$ cat src/rtl/flash_status_poller.sv
module flash_status_poller #(
  parameter int DW = 32,
  parameter int IW = 16
) (
  input  logic                        clk,
  input  logic                        rst_n,
  input  logic                        enable,
  input  logic                        start,
  input  logic                        abort,
  input  logic [DW-1:0]               cfg_mask,
  input  logic [DW-1:0]               cfg_match,
  input  logic [$clog2(DW/8)-1:0]     cfg_nbytes,
  input  logic                        cfg_or_mode,
  input  logic                        cfg_auto_stop,
  input  logic [IW-1:0]               cfg_interval,
  input  logic                        rd_done,
  input  logic [DW-1:0]               rd_data,
  input  logic                        match_clr,
  output logic                        rd_req,
  output logic                        match_flag,
  output logic                        busy
);
  localparam int NB = DW / 8;
  localparam int BW = $clog2(NB);

  typedef enum logic [1:0] {S_IDLE, S_REQ, S_WAIT, S_GAP} st_t;
  st_t           state;
  logic [IW-1:0] gap_cnt;
  logic [DW-1:0] len_mask;

  for (genvar b = 0; b < NB; b++) begin : g_len
    assign len_mask[b*8 +: 8] = (cfg_nbytes >= BW'(b)) ? 8'hFF : 8'h00;
  end

  logic [DW-1:0] sel, eq_bits;
  logic          hit, halt, take;

  assign sel     = cfg_mask & len_mask;
  assign eq_bits = ~(rd_data ^ cfg_match);
  assign hit     = cfg_or_mode ? |(eq_bits & sel) : &(eq_bits | ~sel);
  assign halt    = abort | ~enable;
  assign take    = (state == S_WAIT) & rd_done & ~halt;

  assign rd_req = (state == S_REQ);
  assign busy   = (state != S_IDLE);

  always_ff @(posedge clk or negedge rst_n) begin
    if (!rst_n) begin
      state   <= S_IDLE;
      gap_cnt <= '0;
    end else if (halt) begin
      state   <= S_IDLE;
    end else begin
      unique case (state)
        S_IDLE: if (start) state <= S_REQ;
        S_REQ:  state <= S_WAIT;
        S_WAIT: if (rd_done) begin
          if (hit && cfg_auto_stop)  state <= S_IDLE;
          else if (cfg_interval == '0) state <= S_REQ;
          else begin
            state   <= S_GAP;
            gap_cnt <= cfg_interval;
          end
        end
        S_GAP: begin
          gap_cnt <= gap_cnt - 1'b1;
          if (gap_cnt == IW'(1)) state <= S_REQ;
        end
        default: state <= S_IDLE;
      endcase
    end
  end

  always_ff @(posedge clk or negedge rst_n) begin
    if (!rst_n)             match_flag <= 1'b0;
    else if (take && hit)   match_flag <= 1'b1;
    else if (match_clr)     match_flag <= 1'b0;
  end

  logic [IW:0] since_done;
  logic        after_done;
  always_ff @(posedge clk or negedge rst_n) begin
    if (!rst_n) begin
      since_done <= '0;
      after_done <= 1'b0;
    end else if (take) begin
      since_done <= '0;
      after_done <= 1'b1;
    end else begin
      if (since_done != '1) since_done <= since_done + 1'b1;
      if (state == S_IDLE) after_done <= 1'b0;
    end
  end

  a_r1_req_single: assert property (@(posedge clk) disable iff (!rst_n)
    rd_req |=> !rd_req);
  a_r1_idle_quiet: assert property (@(posedge clk) disable iff (!rst_n)
    !busy |-> !rd_req);
  a_r5_interval: assert property (@(posedge clk) disable iff (!rst_n)
    (rd_req && after_done) |-> since_done == {1'b0, cfg_interval});
  a_r6_self_stop: assert property (@(posedge clk) disable iff (!rst_n)
    (take && hit && cfg_auto_stop) |=> !busy);
  a_r7_flag_sticky: assert property (@(posedge clk) disable iff (!rst_n)
    (match_flag && !match_clr) |=> match_flag);
  a_r7_flag_cause: assert property (@(posedge clk) disable iff (!rst_n)
    $rose(match_flag) |-> $past(rd_done));
  a_r8_abort_idle: assert property (@(posedge clk) disable iff (!rst_n)
    (abort || !enable) |=> !busy);
  a_r9_stray_done: assert property (@(posedge clk) disable iff (!rst_n)
    (rd_done && state != S_WAIT && !match_clr) |=> $stable(match_flag));
endmodule

$ cat config.mk
export PLATFORM = sky130hd
export DESIGN_NAME = flash_status_poller
export DESIGN_NICKNAME = d
export VERILOG_FILES = /design/src/rtl/flash_status_poller.sv
export SDC_FILE = /design/constraint.sdc
export NUM_CORES = 1
export LEC_CHECK = 0
export CORE_UTILIZATION = 40
export DETAILED_ROUTE_END_ITERATION = 6
export GPL_TIMING_DRIVEN = 0
export PLACE_DENSITY = 0.94
export SLEW_MARGIN = 0
export SYNTH_ARGS = -nofsm -noshare
export SYNTH_HDL_FRONTEND = slang
export SYNTH_SLANG_ARGS = --single-unit
export TNS_END_PERCENT = 100
$ cat constraint.sdc
create_clock -name clk -period 6.9 [get_ports clk]
set_input_delay 1.38 -clock clk [delete_from_list [all_inputs] [get_ports clk]]
set_output_delay 1.38 -clock clk [all_outputs]
set_load 0.005 [all_outputs]
==> flow_summary.toml, run 1 <==
[run_status]
status = "finished clean"

[yosys]
synth-seq-area-share_pct = 20.8
ys_ff_latch = 19
synth_cells = 306
synth-edff-count = 0
synth_area_mm2 = 0.00229
yosysTopAreaCellShare_pct = 20.8
synth_common_cells = "inv_1, xor2_1, nand2_1"
yosysWarnings = 0
synth.most_common_cell = "inv_1"
synth-async-reset-ratio_pct = 100
yosysUniqueCellTypes = 52
synth.area.top_cells = "dfrtp_1, xor2_1, inv_1"
syn-num-nets = 435
synth_top_area_cell = "dfrtp_1"
synth_top_flop_cell = "dfrtp_1"
synth.avg_cell_area_um2 = 7.47

[critical_path]
end_kind = "register"
start_kind = "primary input"
crit_required_ns = 7.05
critical_path_arrival_ns = 4.14
cp_num_buf_inv = 3
crit_path_end = "gap_cnt[2]"
cp_max_fo = 10
r2r_slack_ns = 4.31
critPathKind = "in -> reg"
cp-startpoint = "cfg_nbytes[0]"
path_depth = 11
slowest_stage = "clkdlybuf4s50_1"
path_cells = "clkdlybuf4s50_1, clkbuf_1, nand3_1, o22ai_1, nor3_1, and4b_1, a21boi_2, a21o_1, buf_2, nand2_1, a222oi_1"
cpPeakStageDelay_ns = 0.49
worstRegToRegCells = 8
crit_family = "buffers and inverters"
r2r-start = "gap_cnt[2]"
timing.rr.end = "gap_cnt[15]"

[drt]
drt-initial-drc-count = 160
first_pass_iters = 7
wl_per_cell_um = 16.8
drc = 0
wl_mm = 8.52
avgViaCountPerCell = 5.85
ant_nets = 0
num_vias = 2966

[global_route]
track_usage_pct = 28.3
antenna_found_initial = 0
grt_max_degree = 20
overflow = 0
grt_pass1_vias = 2889
grt_pass1_wl_mm = 13.7

[clocking]
path_clk_slew_ns = 0.08
htree_levels = 1
cts_setup_buffers = 0
clockRootBuffer = "clkbuf_8"
cts_buffers = 3
holdBufCountCts = 0
ctsResizeCount = 0
cts.sinks = 19
tritoncts = "done"
cts_max_path_buffers = 2
clock_latency_ns = 0.26

[floorplan]
core_mm2 = 0.00551
die-area_mm2 = 0.00602
die_h_um = 77.6
die_w_um = 77.6
pin_count = 126
initial_core_util_pct = 41.5
placementRows = 27

[timing]
final_max_slew_viol_count = 0
slew_headroom_pct = 40.4
worst_pin_slew_ns = 0.891
rsz0062_at_grt = "no"
period_minus_slack_ns = 3.98
hold_viol_final = 0
fin_crit_sh_pct = 57.7
setup_viol = 0
skew_ns = 0.00288
fin_tns_setup_ns = 0
holdWs_ns = 0.528
max_freq_mhz = 251

[job]
drv_cap = 0

[pwr]
total_power_mw = 0.352
power_switching_mw = 0.103
p_clk_share_pct = 23.3
switching_share_pct = 29.3
ir_drop_mv = 0.102
p_seq_share_pct = 33.4
cellPowerDensity_mw_per_mm2 = 95.9
p_leak_nw = 1.49
pwr-share-comb_pct = 43.3
p_int_mw = 0.249

[worst_hold_path]
min_path_type = "reg -> reg"

[finish]
final_util_pct = 66.7
fillers = 452
drive_gt1_share_pct = 2.76
fin_area_mm2 = 0.00367
fin_nets = 565
area_growth_pct = 60.6
num_antenna_cells = 0

[place]
gp_congestion = 0.910
place_area_mm2 = 0.00363
dpl.hpwl_mm = 6.94
port_buffers = 125
## worst reg2reg max path: stages, from the launching register on
cell	delay, ns
dfrtp_1	0.46
nor3_2	0.25
nand3_1	0.24
nor2_1	0.25
nand2_1	0.13
or4_1	0.42
a22o_1	0.24
a41o_1	0.20
a221o_1	0.29
## layout make-up
type                            instances  area, um^2  area share [%]
Timing Repair Buffer                  125        1250            34.1
Multi-Input combinational cell        241        1630            44.3
Inverter                               36         135            3.68
Sequential cell                        19         475            12.9
Clock buffer                            4        45.0            1.23
Buffer                                 10        47.5            1.29
Tap cell                               72        90.1            2.45
## metal layers
| layer | wire length (um) | track usage [%] |
|---|---|---|
| met5 | 0 | 0 |
| met4 | 139 | 6.79 |
| met3 | 786 | 4.47 |
| met2 | 4350 | 53.9 |
| met1 | 3240 | 32.5 |
## placed cells by master, fill, tap and decap left out, drive strengths merged, types with 4 or more instances in the layout
| master | count |
|---|---|
| a21oi | 7 |
| nor3b | 4 |
| nor3 | 7 |
| nor2b | 8 |
| nor4 | 8 |
| nand2 | 25 |
| a31oi | 4 |
| a22oi | 10 |
| clkbuf | 11 |
| o22ai | 14 |
| dfrtp | 19 |
| mux2i | 5 |
| xor2 | 27 |
| inv | 36 |
| o221ai | 6 |
| nand3 | 19 |
| clkdlybuf4s50 | 125 |
| nor2 | 18 |
| o21ai | 15 |
| xnor2 | 5 |
| ha | 6 |
## kinds of logic (layout without fill, tap and decap cells)
kind of cell | Yosys count | after routing | synth area share [%]
simple gates | 105 | 105 | 23.8
xor+xnor | 32 | 32 | 12.3
buf+inv | 46 | 175 | 7.99
compound gates | 93 | 93 | 29.7
flops | 19 | 19 | 20.8
mux | 5 | 5 | 2.19
fa+ha+maj | 6 | 6 | 3.28
## power by group through the flow
stage / clock network [mW] / logic [mW] / registers [mW]
global route: 0.0877 / 0.164 / 0.118
detailed placement: 0 / 0.150 / 0.120
global placement: 0 / 0.147 / 0.119
CTS: 0.0805 / 0.151 / 0.118
floorplan: 0 / 0.0558 / 0.119
finish: 0.0820 / 0.152 / 0.118
## how the worst min path moves through the flow
| stage | from | endpoint | slack, ns | cells after the start |
|---|---|---|---|---|
| 4_1_cts | match_flag | match_flag | 0.53 | 1 |
| 2_1_floorplan | gap_cnt[3] | gap_cnt[3] | 0.50 | 1 |
| 6_report | match_flag | match_flag | 0.53 | 1 |
| 5_1_grt | match_flag | match_flag | 0.54 | 1 |
| 3_5_place_dp | match_flag | match_flag | 0.51 | 1 |
| 3_3_place_gp | match_flag | match_flag | 0.49 | 1 |
## sequential cells by signal (all words and copies together) (netlist names)
signal and count:
gap_cnt 16, state 2, match_flag 1
## per-stage QoR
| step | setup slack, ns | std cells |
|---|---|---|
| 5_1_grt | 2.73 | 507 |
| 3_3_place_gp | 2.73 | 503 |
| 2_1_floorplan | 3.60 | 306 |
| 6_report | 2.92 | 507 |
| 3_5_place_dp | 2.68 | 503 |
| 4_1_cts | 2.95 | 507 |
(Power assumes the default switching activity.)
==> run 2: changes to the inputs <==
Settings changed: CORE_UTILIZATION 40 to 36, PLACE_DENSITY 0.94 to 0.89.
Clock period 6.9 ns to 3.22 ns, I/O delays scaled along.
==> run 2 against run 1 <==
Total power rose by 120%. Utilization decreased by 5.3 points. Die area grew 11%. Clock skew increased by 0.0040 ns. Cell count grew 0.99%. Highest routed layer unchanged. Global-route usage down 2.5 points. Flip-flop and latch count did not move. First-iteration DRC count is 3.8% lower. Critical path depth shrank 1. Critical path type unchanged.
==> flow_summary.toml, run 2 (synthesis results as in run 1) <==
[drt]
first_pass_iters = 5
drt-initial-drc-count = 154
wl_mm = 8.89
wl_met2_mm = 4.49
wl_per_cell_um = 17.4
avgViaCountPerCell = 5.88
top_layer_used = "met4"
wl_met3_um = 977
drc = 0
ant_nets = 0
num_vias = 3012
wl_met1_mm = 3.07

[critical_path]
crit_required_ns = 3.38
cp_max_fo = 8
start_kind = "primary input"
critPathKind = "in -> reg"
critical_path_arrival_ns = 3.17
end_kind = "register"

[floorplan]
die-area_mm2 = 0.00667
core_mm2 = 0.00603
die_w_um = 81.7
pin_count = 126
initial_core_util_pct = 37.9
placementRows = 28
die_h_um = 81.7

[timing]
slew_headroom_pct = 39.5
rsz0062_at_grt = "no"
hold_viol_final = 0
max_freq_mhz = 332
skew_ns = 0.00692
final_max_slew_viol_count = 0
worst_pin_slew_ns = 0.905
fin_crit_sh_pct = 93.6
setup_viol = 0
holdWs_ns = 0.529
period_minus_slack_ns = 3.01

[clocking]
htree_levels = 1
cts_buffers = 3
cts_max_path_buffers = 2
path_clk_slew_ns = 0.08
clockRootBuffer = "clkbuf_8"
clock_latency_ns = 0.26
holdBufCountCts = 0
cts.sinks = 19
tritoncts = "done"

[global_route]
antenna_found_initial = 0
grt_pass1_vias = 2877
grt_pass1_wl_mm = 13.1
track_usage_pct = 25.8
grt_max_degree = 20
overflow = 0

[finish]
final_common_cell = "clkdlybuf4s50_1"
multi_input_area_mm2 = 0.00163
drive_gt1_share_pct = 3.89
fin_nets = 567
largest_register_ffs = 16
area_growth_pct = 61.8
final_util_pct = 61.4
num_antenna_cells = 0
most-common-layout-cells = "clkdlybuf4s50_1, inv_1, xor2_1"
fillers = 537
reg.largest.list = "gap_cnt (16), state (2), match_flag (1)"
seq_area_um2 = 475
top_register = "gap_cnt"

[pwr]
ir_drop_mv = 0.163
p_leak_nw = 1.51
cellPowerDensity_mw_per_mm2 = 205

[place]
gp_congestion = 0.927
dpl.hpwl_mm = 7.26
port_buffers = 125

[worst_hold_path]
min_path_type = "reg -> reg"

[job]
drv_cap = 0

[run_status]
status = "finished clean"
-- run 2: per-stage QoR --
stage	total power, mW	worst slack, ns	cell area (um^2)	cells	setup TNS, ns
4_1_cts	0.757	0.0472	3680	510	0
5_1_grt	0.796	0.0465	3700	512	0
6_report	0.759	0.205	3700	512	0
3_3_place_gp	0.570	-0.183	3630	506	-0.943
2_1_floorplan	0.374	0.653	2290	306	0
3_5_place_dp	0.580	-0.221	3630	506	-1.14
-- run 2: repair_timing --
item / CTS / global route
resized for setup: 0 / 4
setup endpoints to repair: 0 / 6
buffers inserted: 0 / 2
-- run 2: per-layer routing --
metal	up-vias	GRT usage (%)
met5	-	0
met4	0	12.8
met3	32	4.89
met2	175	50.2
met1	1403	25.8
li1	1402	-
-- run 2: area by class of cell --
cell class | count | area share, %
Multi-Input combinational cell | 241 | 44.1
Timing Repair Buffer | 127 | 34.2
Sequential cell | 19 | 12.9
Inverter | 36 | 3.65
Tap cell | 75 | 2.54
Buffer | 10 | 1.39
Clock buffer | 3 | 1.12
Clock inverter | 1 | 0.135
-- run 2: power breakdown --
group | internal (mW) | switching [mW]
Sequential | 0.244 | 0.00786
Combinational | 0.203 | 0.126
Clock | 0.0863 | 0.0921
-- run 2: path summary, 6_finish.rpt --
kind                                from          end  slack (ns)  cells after the start
min reg2reg                   match_flag   match_flag        0.53                      1
min in group asynchronous          rst_n   gap_cnt[0]        0.88                      1
max                        cfg_nbytes[1]  gap_cnt[15]        0.21                     10
max reg2reg                   gap_cnt[2]  gap_cnt[15]        0.67                      8
min                           match_flag   match_flag        0.53                      1
max in group asynchronous          rst_n  gap_cnt[14]        1.78                      1
-- run 2: critical path, cell delays in order --
cell and delay, ns:
clkdlybuf4s50_1 0.48, or2_4 0.31, a32o_1 0.26, nor4_1 0.27, and4b_1 0.29, a21boi_2 0.10, a21o_1 0.19, and2_1 0.14
buf_6 0.14, a221o_1 0.34
==> run 3: changes to the inputs <==
Settings changed: CORE_UTILIZATION 36 to 40, CTS_BUF_LIST set to sky130_fd_sc_hd__clkbuf_4, PLACE_DENSITY 0.89 to 0.94, REMOVE_ABC_BUFFERS set to 1.
Clock period 3.22 ns to 2.9 ns, I/O delays scaled along.
==> run 3 against run 2 <==
Utilization grew 4.6 points. Hold slack lost 0.0040 ns. Register-to-register slack lost 0.36 ns. Non-clock buffer count down 12. Sequential power is 11% higher. Flip-flop and latch count unchanged. Critical path depth decreased by 1. Clock power down 16%. Worst setup slack worse by 0.053 ns. Global-route usage grew 2.5 points. Largest power group unchanged.
==> flow_summary.toml, run 3 (synthesis results as in run 1) <==
[global_route]
grt_max_degree = 44
antenna_found_initial = 0
grt_pass1_wl_mm = 13.5
overflow = 0
track_usage_pct = 28.3
grt_pass1_vias = 2915

[floorplan]
placementRows = 27
die_h_um = 77.6
pin_count = 126
core_mm2 = 0.00551
die_w_um = 77.6
die-area_mm2 = 0.00602
initial_core_util_pct = 41.5

[finish]
area_growth_pct = 58.9
reg.largest.list = "gap_cnt (16), state (2), match_flag (1)"
fin_area_mm2 = 0.00363
largest_register_ffs = 16
final_common_cell = "clkdlybuf4s50_1"
most-common-layout-cells = "clkdlybuf4s50_1, inv_1, xor2_1"
drive_gt1_share_pct = 4.71
num_antenna_cells = 0
top_register = "gap_cnt"
fillers = 445
final_util_pct = 66.0
fin_nets = 555

[place]
place_area_mm2 = 0.00358
place_ws_ns = -0.851
gp_congestion = 0.900
port_buffers = 125
dpl.hpwl_mm = 7.01

[clocking]
path_clk_slew_ns = 0.12
clockRootBuffer = "clkbuf_4"
cts_setup_buffers = 0
cts_buffers = 3
clock_latency_ns = 0.30
cts.sinks = 19
htree_levels = 1
cts_max_path_buffers = 2
holdBufCountCts = 0
tritoncts = "done"

[worst_hold_path]
min_path_type = "reg -> reg"
holdPathStages = 1

[drt]
first_pass_iters = 5
drc = 0
ant_nets = 0
wl_mm = 8.63
num_vias = 2959
avgViaCountPerCell = 5.95
drt-initial-drc-count = 150
wl_per_cell_um = 17.4

[timing]
fin_crit_sh_pct = 94.7
fin_tns_setup_ns = 0
setup_ws_ns = 0.153
skew_ns = 0.00620
worst_pin_slew_ns = 0.918
final_max_slew_viol_count = 0
rsz0062_at_grt = "no"
slew_headroom_pct = 38.6
period_minus_slack_ns = 2.75
hold_viol_final = 0
max_freq_mhz = 364
setup_viol = 0

[critical_path]
end_kind = "register"
crit_required_ns = 3.10
cp_max_fo = 11
r2r_slack_ns = 0.31
start_kind = "primary input"
critPathKind = "in -> reg"
critical_path_arrival_ns = 2.95
worstRegToRegCells = 8

[pwr]
p_leak_nw = 1.47
ir_drop_mv = 0.165
cellPowerDensity_mw_per_mm2 = 218

[job]
drv_cap = 0

[run_status]
status = "finished clean"
run 3: cell count changes in the layout (fill, tap and decap cells not counted), sizes merged:
cell and delta:
buf -3, clkbuf -6, clkinv -1, clkdlybuf4s50 -2
run 3: area by class of cell:
class                           count  area (um^2)  share of cell area (%)
Clock buffer                        4         30.0                   0.826
Inverter                           36          135                    3.72
Multi-Input combinational cell    241         1660                    45.7
Sequential cell                    19          475                    13.1
Tap cell                           72         90.1                    2.48
Timing Repair Buffer              125         1240                    34.2
run 3: worst paths after layout:
kind / start / endpoint
setup / recovery: cfg_match[29] / gap_cnt[15]
hold / removal: match_flag / match_flag
setup reg to reg: gap_cnt[4] / gap_cnt[15]
hold reg to reg: match_flag / match_flag
max in group asynchronous: rst_n / gap_cnt[9]
min in group asynchronous: rst_n / gap_cnt[15]
run 3: report_power, final:
group	internal (mW)	switching, mW
Clock	0.0629	0.0876
Combinational	0.222	0.141
Sequential	0.271	0.00903
run 3: routing by layer:
layer  up-vias  GRT usage [%]  routed length, um
met4         0           14.9                344
met2       164           53.5               4380
met5         -              0                  0
met1      1385           28.0               3010
met3        35           7.06                882
li1       1375              -                  -
run 3: timing repair:
| action | CTS | global route |
|---|---|---|
| gates resized for setup | 7 | 10 |
| gates cloned | 0 | 0 |
| pin swaps | 0 | 2 |
| endpoints found under the setup margin | 16 | 10 |
run 3: worst max-delay path, cell delays in order:
cell and delay (ns):
clkdlybuf4s50_1 0.51, xor2_2 0.19, o22ai_1 0.16, nor4_1 0.30, and4b_1 0.28, a21boi_2 0.10, a21o_4 0.28, and2_4 0.19
a221o_1 0.34
run 3: stage by stage:
| stage | instances | total power, mW | hold WS, ns |
|---|---|---|---|
| after floorplan | 296 | 0.412 | 0.284 |
| after global placement | 493 | 0.631 | 0.494 |
| after detailed placement | 493 | 0.643 | 0.504 |
| after CTS | 497 | 0.789 | 0.529 |
| after global routing | 497 | 0.832 | 0.566 |
| final | 497 | 0.793 | 0.525 |
